`src/rtl/pfd_pkg.sv`:
```
package pfd_pkg;
    // Pulse flop pair: up = reference led, dn = oscillator led
    typedef struct packed {
        logic up;
        logic dn;
    } pump_t;

    localparam int DEF_LOCK_RUN  = 16;
    localparam int DEF_WIDTH_LIM = 2;
    localparam int DEF_WCNT_W    = 8;

    // Input channel indices for the edge detector
    localparam int CH_VCO = 0;
    localparam int CH_REF = 1;

    function automatic logic is_active(pump_t s);
        return s.up | s.dn;
    endfunction

    function automatic logic is_closing(pump_t s);
        return s.up & s.dn;
    endfunction
endpackage

```
`src/rtl/pfd_edge.sv`:
```
module pfd_edge #(
    parameter int N = 2
) (
    input  logic         clk,
    input  logic [N-1:0] lvl,
    output logic [N-1:0] rise
);
    genvar i;
    generate
        for (i = 0; i < N; i++) begin : g_ch
            logic prev_q;
            always_ff @(posedge clk) begin
                prev_q <= lvl[i];
            end
            assign rise[i] = lvl[i] & ~prev_q;
        end
    endgenerate
endmodule

```
`src/rtl/pfd_core.sv`:
```
module pfd_core
    import pfd_pkg::*;
(
    input  logic  clk,
    input  logic  rst,
    input  logic  rise_ref,
    input  logic  rise_vco,
    output pump_t st
);
    always_ff @(posedge clk) begin
        if (rst) begin
            st <= '0;
        end else if (is_closing(st)) begin
            st <= '0;
        end else begin
            st.up <= st.up | rise_ref;
            st.dn <= st.dn | rise_vco;
        end
    end
endmodule

```
`src/rtl/pfd_lockq.sv`:
```
module pfd_lockq
    import pfd_pkg::*;
#(
    parameter int LOCK_RUN  = DEF_LOCK_RUN,
    parameter int WIDTH_LIM = DEF_WIDTH_LIM,
    parameter int WCNT_W    = DEF_WCNT_W
) (
    input  logic  clk,
    input  logic  rst,
    input  pump_t st,
    output logic  locked
);
    localparam int RUN_W = $clog2(LOCK_RUN + 1);

    logic [WCNT_W-1:0] wcnt;
    logic [RUN_W-1:0]  run;
    logic [WCNT_W:0]   width;
    logic [RUN_W:0]    run_nxt;
    logic              good;

    assign width   = {1'b0, wcnt} + {{WCNT_W{1'b0}}, 1'b1};
    assign good    = width <= (WCNT_W + 1)'(WIDTH_LIM);
    assign run_nxt = {1'b0, run} + {{RUN_W{1'b0}}, 1'b1};

    always_ff @(posedge clk) begin
        if (rst) begin
            wcnt   <= '0;
            run    <= '0;
            locked <= 1'b0;
        end else if (is_closing(st)) begin
            wcnt <= '0;
            if (good) begin
                if (run_nxt <= (RUN_W + 1)'(LOCK_RUN)) run <= run_nxt[RUN_W-1:0];
                locked <= run_nxt >= (RUN_W + 1)'(LOCK_RUN);
            end else begin
                run    <= '0;
                locked <= 1'b0;
            end
        end else if (is_active(st)) begin
            if (wcnt != {WCNT_W{1'b1}}) wcnt <= wcnt + 1'b1;
        end
    end
endmodule

```
`src/rtl/pfd_lock_det.sv`:
```
module pfd_lock_det
    import pfd_pkg::*;
#(
    parameter int LOCK_RUN  = DEF_LOCK_RUN,
    parameter int WIDTH_LIM = DEF_WIDTH_LIM,
    parameter int WCNT_W    = DEF_WCNT_W
) (
    input  logic clk,
    input  logic rst,
    input  logic fp_div_i,
    input  logic fc_div_i,
    output logic up_n_o,
    output logic dn_n_o,
    output logic lock_raw_o,
    output logic locked_o
);
    logic [1:0] lvl;
    logic [1:0] rise;
    pump_t      st;

    assign lvl[CH_VCO] = fp_div_i;
    assign lvl[CH_REF] = fc_div_i;

    pfd_edge #(.N(2)) u_edge (
        .clk  (clk),
        .lvl  (lvl),
        .rise (rise)
    );

    pfd_core u_core (
        .clk      (clk),
        .rst      (rst),
        .rise_ref (rise[CH_REF]),
        .rise_vco (rise[CH_VCO]),
        .st       (st)
    );

    pfd_lockq #(
        .LOCK_RUN  (LOCK_RUN),
        .WIDTH_LIM (WIDTH_LIM),
        .WCNT_W    (WCNT_W)
    ) u_lockq (
        .clk    (clk),
        .rst    (rst),
        .st     (st),
        .locked (locked_o)
    );

    assign up_n_o     = ~st.up;
    assign dn_n_o     = ~st.dn;
    assign lock_raw_o = ~(up_n_o & dn_n_o);
endmodule

```
`config.mk`:
```
export PLATFORM = sky130hd
export DESIGN_NAME = pfd_lock_det
export DESIGN_NICKNAME = d
export VERILOG_FILES = /design/src/rtl/pfd_pkg.sv /design/src/rtl/pfd_edge.sv /design/src/rtl/pfd_core.sv /design/src/rtl/pfd_lockq.sv /design/src/rtl/pfd_lock_det.sv
export SDC_FILE = /design/constraint.sdc
export NUM_CORES = 1
export LEC_CHECK = 0
export ABC_AREA = 1
export CORE_AREA = 2 2 50 52
export CTS_BUF_LIST = sky130_fd_sc_hd__clkbuf_16
export DETAILED_ROUTE_END_ITERATION = 7
export DIE_AREA = 0 0 52 54
export PLACE_DENSITY = 0.69
export REMOVE_ABC_BUFFERS = 1
export SETUP_SLACK_MARGIN = 0.05
export SLEW_MARGIN = 20
export SYNTH_ARGS = -nofsm -noshare
export SYNTH_HDL_FRONTEND = slang
export SYNTH_HIERARCHICAL = 1
export SYNTH_SLANG_ARGS = --single-unit
```
`constraint.sdc`:
```
create_clock -name clk -period 1.4 [get_ports clk]
set_input_delay 0.21 -clock clk [delete_from_list [all_inputs] [get_ports clk]]
set_output_delay 0.21 -clock clk [all_outputs]
set_load 0.05 [all_outputs]
```
**After elaboration in Yosys (flattened, before gate mapping)**

Index checks and enable logic that the tools add are counted.

- ROM bits: 0
- Latch bits: 0
- RAM bits: 0
- Flip-flop bits (word level): 18
- Output and inout bits: 4
- Memories kept: 0
- Input port bits: 4
- Word-level logic and storage cells: 33

- Muxes and demuxes: 3
- Add/sub/neg operators: 3
- Bitwise operators: 12
- Multipliers: 0
- Eq/ne operators: 2
- $lt $le $gt $ge: 3
- Shifts and indexed selects: 0
- Div/mod/pow operators: 0
- Reduce and logical (&&, ||, !) cells: 3

Operators with widths:

| operator | count |
|---|---|
| $mux W5 | 2 |
| $add A8 B1 Y9 const B | 1 |
| $le A9 B2 Y1 const B | 1 |
| $add A8 B1 Y8 const B | 1 |
| $ne A8 B8 Y1 const B | 1 |
| $add A5 B1 Y6 const B | 1 |
| $ge A6 B5 Y1 const B | 1 |
| $le A6 B5 Y1 const B | 1 |
| $not A1 Y1 | 5 |
| $and A1 B1 Y1 | 4 |
| $reduce_and A2 Y1 | 2 |
| $or A1 B1 Y1 | 3 |
| $ne A2 B2 Y1 const B | 1 |
| $reduce_or A2 Y1 | 1 |
| $mux W1 | 1 |

**Logic depth before layout (Yosys ltp)**

- Depth in word-level cells: 4
- Mapped depth: 12
- Depth with buffers taken out: 12

**By module**

The synthesis kept the hierarchy.

Modules (own cells, without submodules):

| module | instances | cells each | area an instance (um^2) | seq. area each (um^2) |
|---|---|---|---|---|
| pfd_lockq | 1 | 144 | 977.2 | 280.3 |
| pfd_core | 1 | 9 | 66.3 | 40.0 |
| pfd_edge | 1 | 6 | 60.1 | 40.0 |
| pfd_lock_det | 1 | 3 | 13.8 | 0.0 |

**Worst setup path after synthesis**

Ideal clock, no wire load.

- Kind: reg-to-reg
- Start: reg u_lockq.wcnt[0]
- End: reg u_lockq.run[0]
- Required time: 1285 ps
- Arrival time: 1428 ps
- Clock period less this slack: 1543 ps
- Cell stages (with the launch flop): 9
- Buffers on the path: 0
- Setup time: 115 ps
- Path slack: -143 ps
- Cells stage by stage: dfxtp_1 -> ha_1 -> nand2_1 -> o21bai_1 -> nand2_1 -> nor2_4 -> nand4_4 -> a21oi_1 -> nor2_1

- Word-level cells in the longest chain between the ends: 4
- Elaborated cells on any way between the ends: 5
- Those cells by class: 1 x add/sub; 1 x order compare; 1 x eq/ne; 1 x mux; 1 x reduce/logical

RTL lines:

| element | RTL line | text |
|---|---|---|
| start, declared | pfd_lockq.sv:15 | `logic [WCNT_W-1:0] wcnt;` |
| start signal, assigned | pfd_lockq.sv:40 | `if (wcnt != {WCNT_W{1'b1}}) wcnt <= wcnt + 1'b1;` |
| $add A8 B1 Y9 * | pfd_lockq.sv:21 | `assign width = {1'b0, wcnt} + {{WCNT_W{1'b0}}, 1'b1};` |
| $le A9 B2 Y1 * | pfd_lockq.sv:22 | `assign good = width <= (WCNT_W + 1)'(WIDTH_LIM);` |
| $ne A2 B2 Y1 (no line) | -- |  |
| $reduce_and A2 Y1 (no line) | -- |  |
| end signal, assigned | pfd_lockq.sv:33 | `if (run_nxt <= (RUN_W + 1)'(LOCK_RUN)) run <= run_nxt[RUN_W-1:0];` |
| end, declared | pfd_lockq.sv:16 | `logic [RUN_W-1:0] run;` |

Every way passes the cells marked *; elsewhere a longest branch is shown, timed or not.
A chain may end at the register's enable or synchronous reset.

**Final worst setup path**

- Start: reg u_lockq.wcnt[0]
- End: reg u_lockq.run[2]

Same word-level chain as after synthesis.

==> reports/metrics.yaml <==
synthesis:
  yosys_warnings: 6
  synth_top_area_cell: "dfxtp_1"
  synth.area.top_cells: "dfxtp_1 32%, nand2_1 11%, inv_1 8.4%"
  synth_commonest_cells: "34 x nand2_1, 25 x inv_1, 18 x dfxtp_1"
  syn_area_per_cell_um2: 6.90
  synth_top_area_share_pct: 32.3
  yosysSeqAreaShare_pct: 32.3
  syn-instance-count: 162
  synth_edf_count: 0
  syn-cell-area_mm2: 0.00112
  async_flop_share_pct: 0
  synth_ff_type: "dfxtp_1"
  synth_cell_types: 22
  synth_most_common_cell: "nand2_1"
  yosys_register_bits: 18
setup_path:
  regToRegStartpoint: "u_lockq/wcnt[0]"
  cpLargestDelayFamily: "simple AND/OR/NAND/NOR gates"
  cp-startpoint: "u_lockq/wcnt[0]"
  end_kind: "register"
  path_buf_inv: 1
  max_stage_delay_ps: 390
  worstPathArrival_ps: 1880
  r2r_setup_slack_ps: -290
  critical_path.cell_chain: "ha_4 -> nand2_2 -> o21bai_1 -> nand2_2 -> nor2_4 -> buf_4 -> nand4_1 -> nand3_2 -> nand2_2 -> nor2_2"
  cp_common_cell: "nand2_2"
  crit_fanout: 6
  cp_data_required_time_ps: 1590
  worstSetupPathType: "register to register"
  crit_path_start_kind: "register"
  critPathSlowestCell: "dfxtp_4"
global_route:
  grt-ovfl-total: 0
  grt_pass1_vias: 1017
  met3_usage_pct: 3.06
  use_met2_pct: 39.5
  antenna_found_initial: 0
  grtUsageMet1_pct: 24.2
  gr-usage-all-layers_pct: 21.3
  grt_max_degree: 12
  busiest_layer: "met2"
  grt_pass1_wl_um: 4350
clock_network:
  cts_buffers: 3
  clock_latency_ps: 250
  clock-sinks: 18
  clockBufferDepth: 2
  path_clk_slew_ps: 50
  cts_tree: "yes"
  htree_num_levels: 1
  clk_root_buffer_cell: "clkbuf_16"
route:
  wl_per_cell_um: 14.4
  first_pass_iters: 4
  drc: 0
  routed_wl_um: 3220
  via_per_inst: 5.29
  ant_nets: 0
  vias: 1186
  drt_iter0_drc: 44
run:
  maxCapViolCount: 0
layout:
  diodes: 0
  fin_area_mm2: 0.00169
  area_growth_pct: 51.0
  n_fill_cell: 149
  drive_gt1_share_pct: 39.7
  final_util_pct: 72.7
  nets: 203
sta:
  fin_tns_setup_ps: -1840
  hold_viol: 0
  worst_slack_ps: -288
  worst_slew_pin_slew_ps: 264
  slew_violations: 0
  maxSlewHeadroom_pct: 82.4
  clock_skew_ps: 1.09
  rsz0062_at_grt: "yes"
  period_minus_slack_ps: 1690
  finalCritPeriodShare_pct: 121
  final-setup-viol-count: 14
  fmax_ghz: 0.592
worst_hold_path:
  hp-class: "input pin to register"
  min_from: "fp_div_i"
power_and_ir_drop:
  clkPwrFrac_pct: 34.5
  seqPwrFrac_pct: 36.4
  pwr-share-comb_pct: 29.1
  ir_drop_v: 0.000939
  p_leak_nw: 0.718
  p_sw_mw: 0.514
  switching_share_pct: 30.9
  total_power_mw: 1.67
  power_density_mw_per_mm2: 987
  internal_power_mw: 1.15
placement:
  dp_hpwl_um: 1820
  place_area_mm2: 0.00136
  gp_congestion: 0.837
  io_buffers: 7
die:
  dieHeight_um: 54
  rows: 18
  die_w_um: 52
  die_area_mm2: 0.00281
  ioPinCount: 8
  start_util_pct: 48.2
  fp.coreArea_mm2: 0.00232
outcome:
  failed_checks: "setup timing"
  outcome: "complete, but fails checks"
## layer usage
layer	routed length [um]	vias up
li1	-	594
met2	1750	34
met4	35	0
met3	125	6
met1	1310	552
met5	0	-
## timing repair
action	4_1_cts	5_1_grt
pin swaps	10	19
gates resized for setup	21	27
cloned	2	0
buffers inserted	3	4
hold buffers	0	0
setup endpoints to repair	14	14
## worst paths after layout
| kind | to | cells past startpoint |
|---|---|---|
| setup / recovery | u_lockq/run[2] | 10 |
| hold / removal | u_edge/g_ch[0].prev_q | 1 |
| setup reg to reg | u_lockq/run[2] | 10 |
| hold reg to reg | u_lockq/locked | 2 |
## layout make-up
| cell class | count | area, um2 | share of cell area, % |
|---|---|---|---|
| clock inverter | 1 | 3.75 | 0.223 |
| timing repair buffer | 29 | 310 | 18.4 |
| tap | 30 | 37.5 | 2.23 |
| inverter | 27 | 104 | 6.16 |
| clock buffer | 3 | 75.1 | 4.45 |
| sequential | 18 | 373 | 22.1 |
| multi-input combinational | 116 | 783 | 46.4 |
## stage by stage
step	hold WS [ps]	setup slack (ps)	instances
after floorplan	238	-328	160
after global placement	481	-218	211
after detailed placement	486	-292	211
after CTS	442	-203	220
after global routing	453	-393	224
final	444	-288	224
## registers in the layout, indices dropped and copies added, names as in the netlist
| signal | flops |
|---|---|
| u_core/st | 2 |
| u_edge/g_ch.prev_q | 2 |
| u_lockq/locked | 1 |
| u_lockq/run | 5 |
| u_lockq/wcnt | 8 |
## power by group through the flow
stage | clock [mW] | combinational, mW | sequential [mW]
after floorplan | 0 | 0.248 | 0.589
after global placement | 0 | 0.354 | 0.596
after detailed placement | 0 | 0.362 | 0.597
after CTS | 0.575 | 0.411 | 0.596
after global routing | 0.614 | 0.519 | 0.611
final | 0.574 | 0.485 | 0.607
## logic make-up after synthesis
kind of cell | after synthesis | synth area share, %
flip-flops | 18 | 32.3
AND/OR/NAND/NOR | 86 | 41.2
buffers and inverters | 29 | 9.97
AO/OA/AOI/OAI | 24 | 11.3
adder cells (fa/ha/maj) | 4 | 4.48
XOR/XNOR | 1 | 0.784
## cell usage in the layout, fill, tap and decap left out
| master | synthesis | layout |
|---|---|---|
| clkdlybuf4s50_1 | 0 | 3 |
| nor2_4 | 1 | 3 |
| o21ai_2 | 0 | 1 |
| nand2_2 | 3 | 11 |
| dfxtp_2 | 0 | 4 |
| inv_2 | 2 | 3 |
| nand4_4 | 1 | 2 |
| inv_4 | 0 | 1 |
| nor2_8 | 2 | 2 |
| nand3_2 | 0 | 4 |
| nor2_2 | 5 | 5 |
| a21oi_2 | 0 | 3 |
| ha_4 | 0 | 2 |
| clkinv_1 | 0 | 1 |
| o22ai_4 | 0 | 1 |
| o21ai_1 | 6 | 6 |
| nand4_1 | 8 | 8 |
| xor2_1 | 1 | 1 |
| clkbuf_16 | 0 | 3 |
| nand3_1 | 14 | 10 |
| o21ai_0 | 2 | 1 |
| ha_1 | 4 | 2 |
| buf_12 | 0 | 5 |
| nor2_1 | 15 | 13 |
| a21oi_1 | 13 | 10 |
| o211ai_1 | 1 | 1 |
| inv_1 | 25 | 23 |
| nand2_4 | 3 | 4 |
| buf_6 | 0 | 6 |
| o21bai_1 | 1 | 1 |
| dfxtp_1 | 18 | 12 |
| buf_4 | 0 | 15 |
| dfxtp_4 | 0 | 2 |
| nand2_1 | 34 | 25 |
No activity file was read; power rests on OpenSTA's default activity.
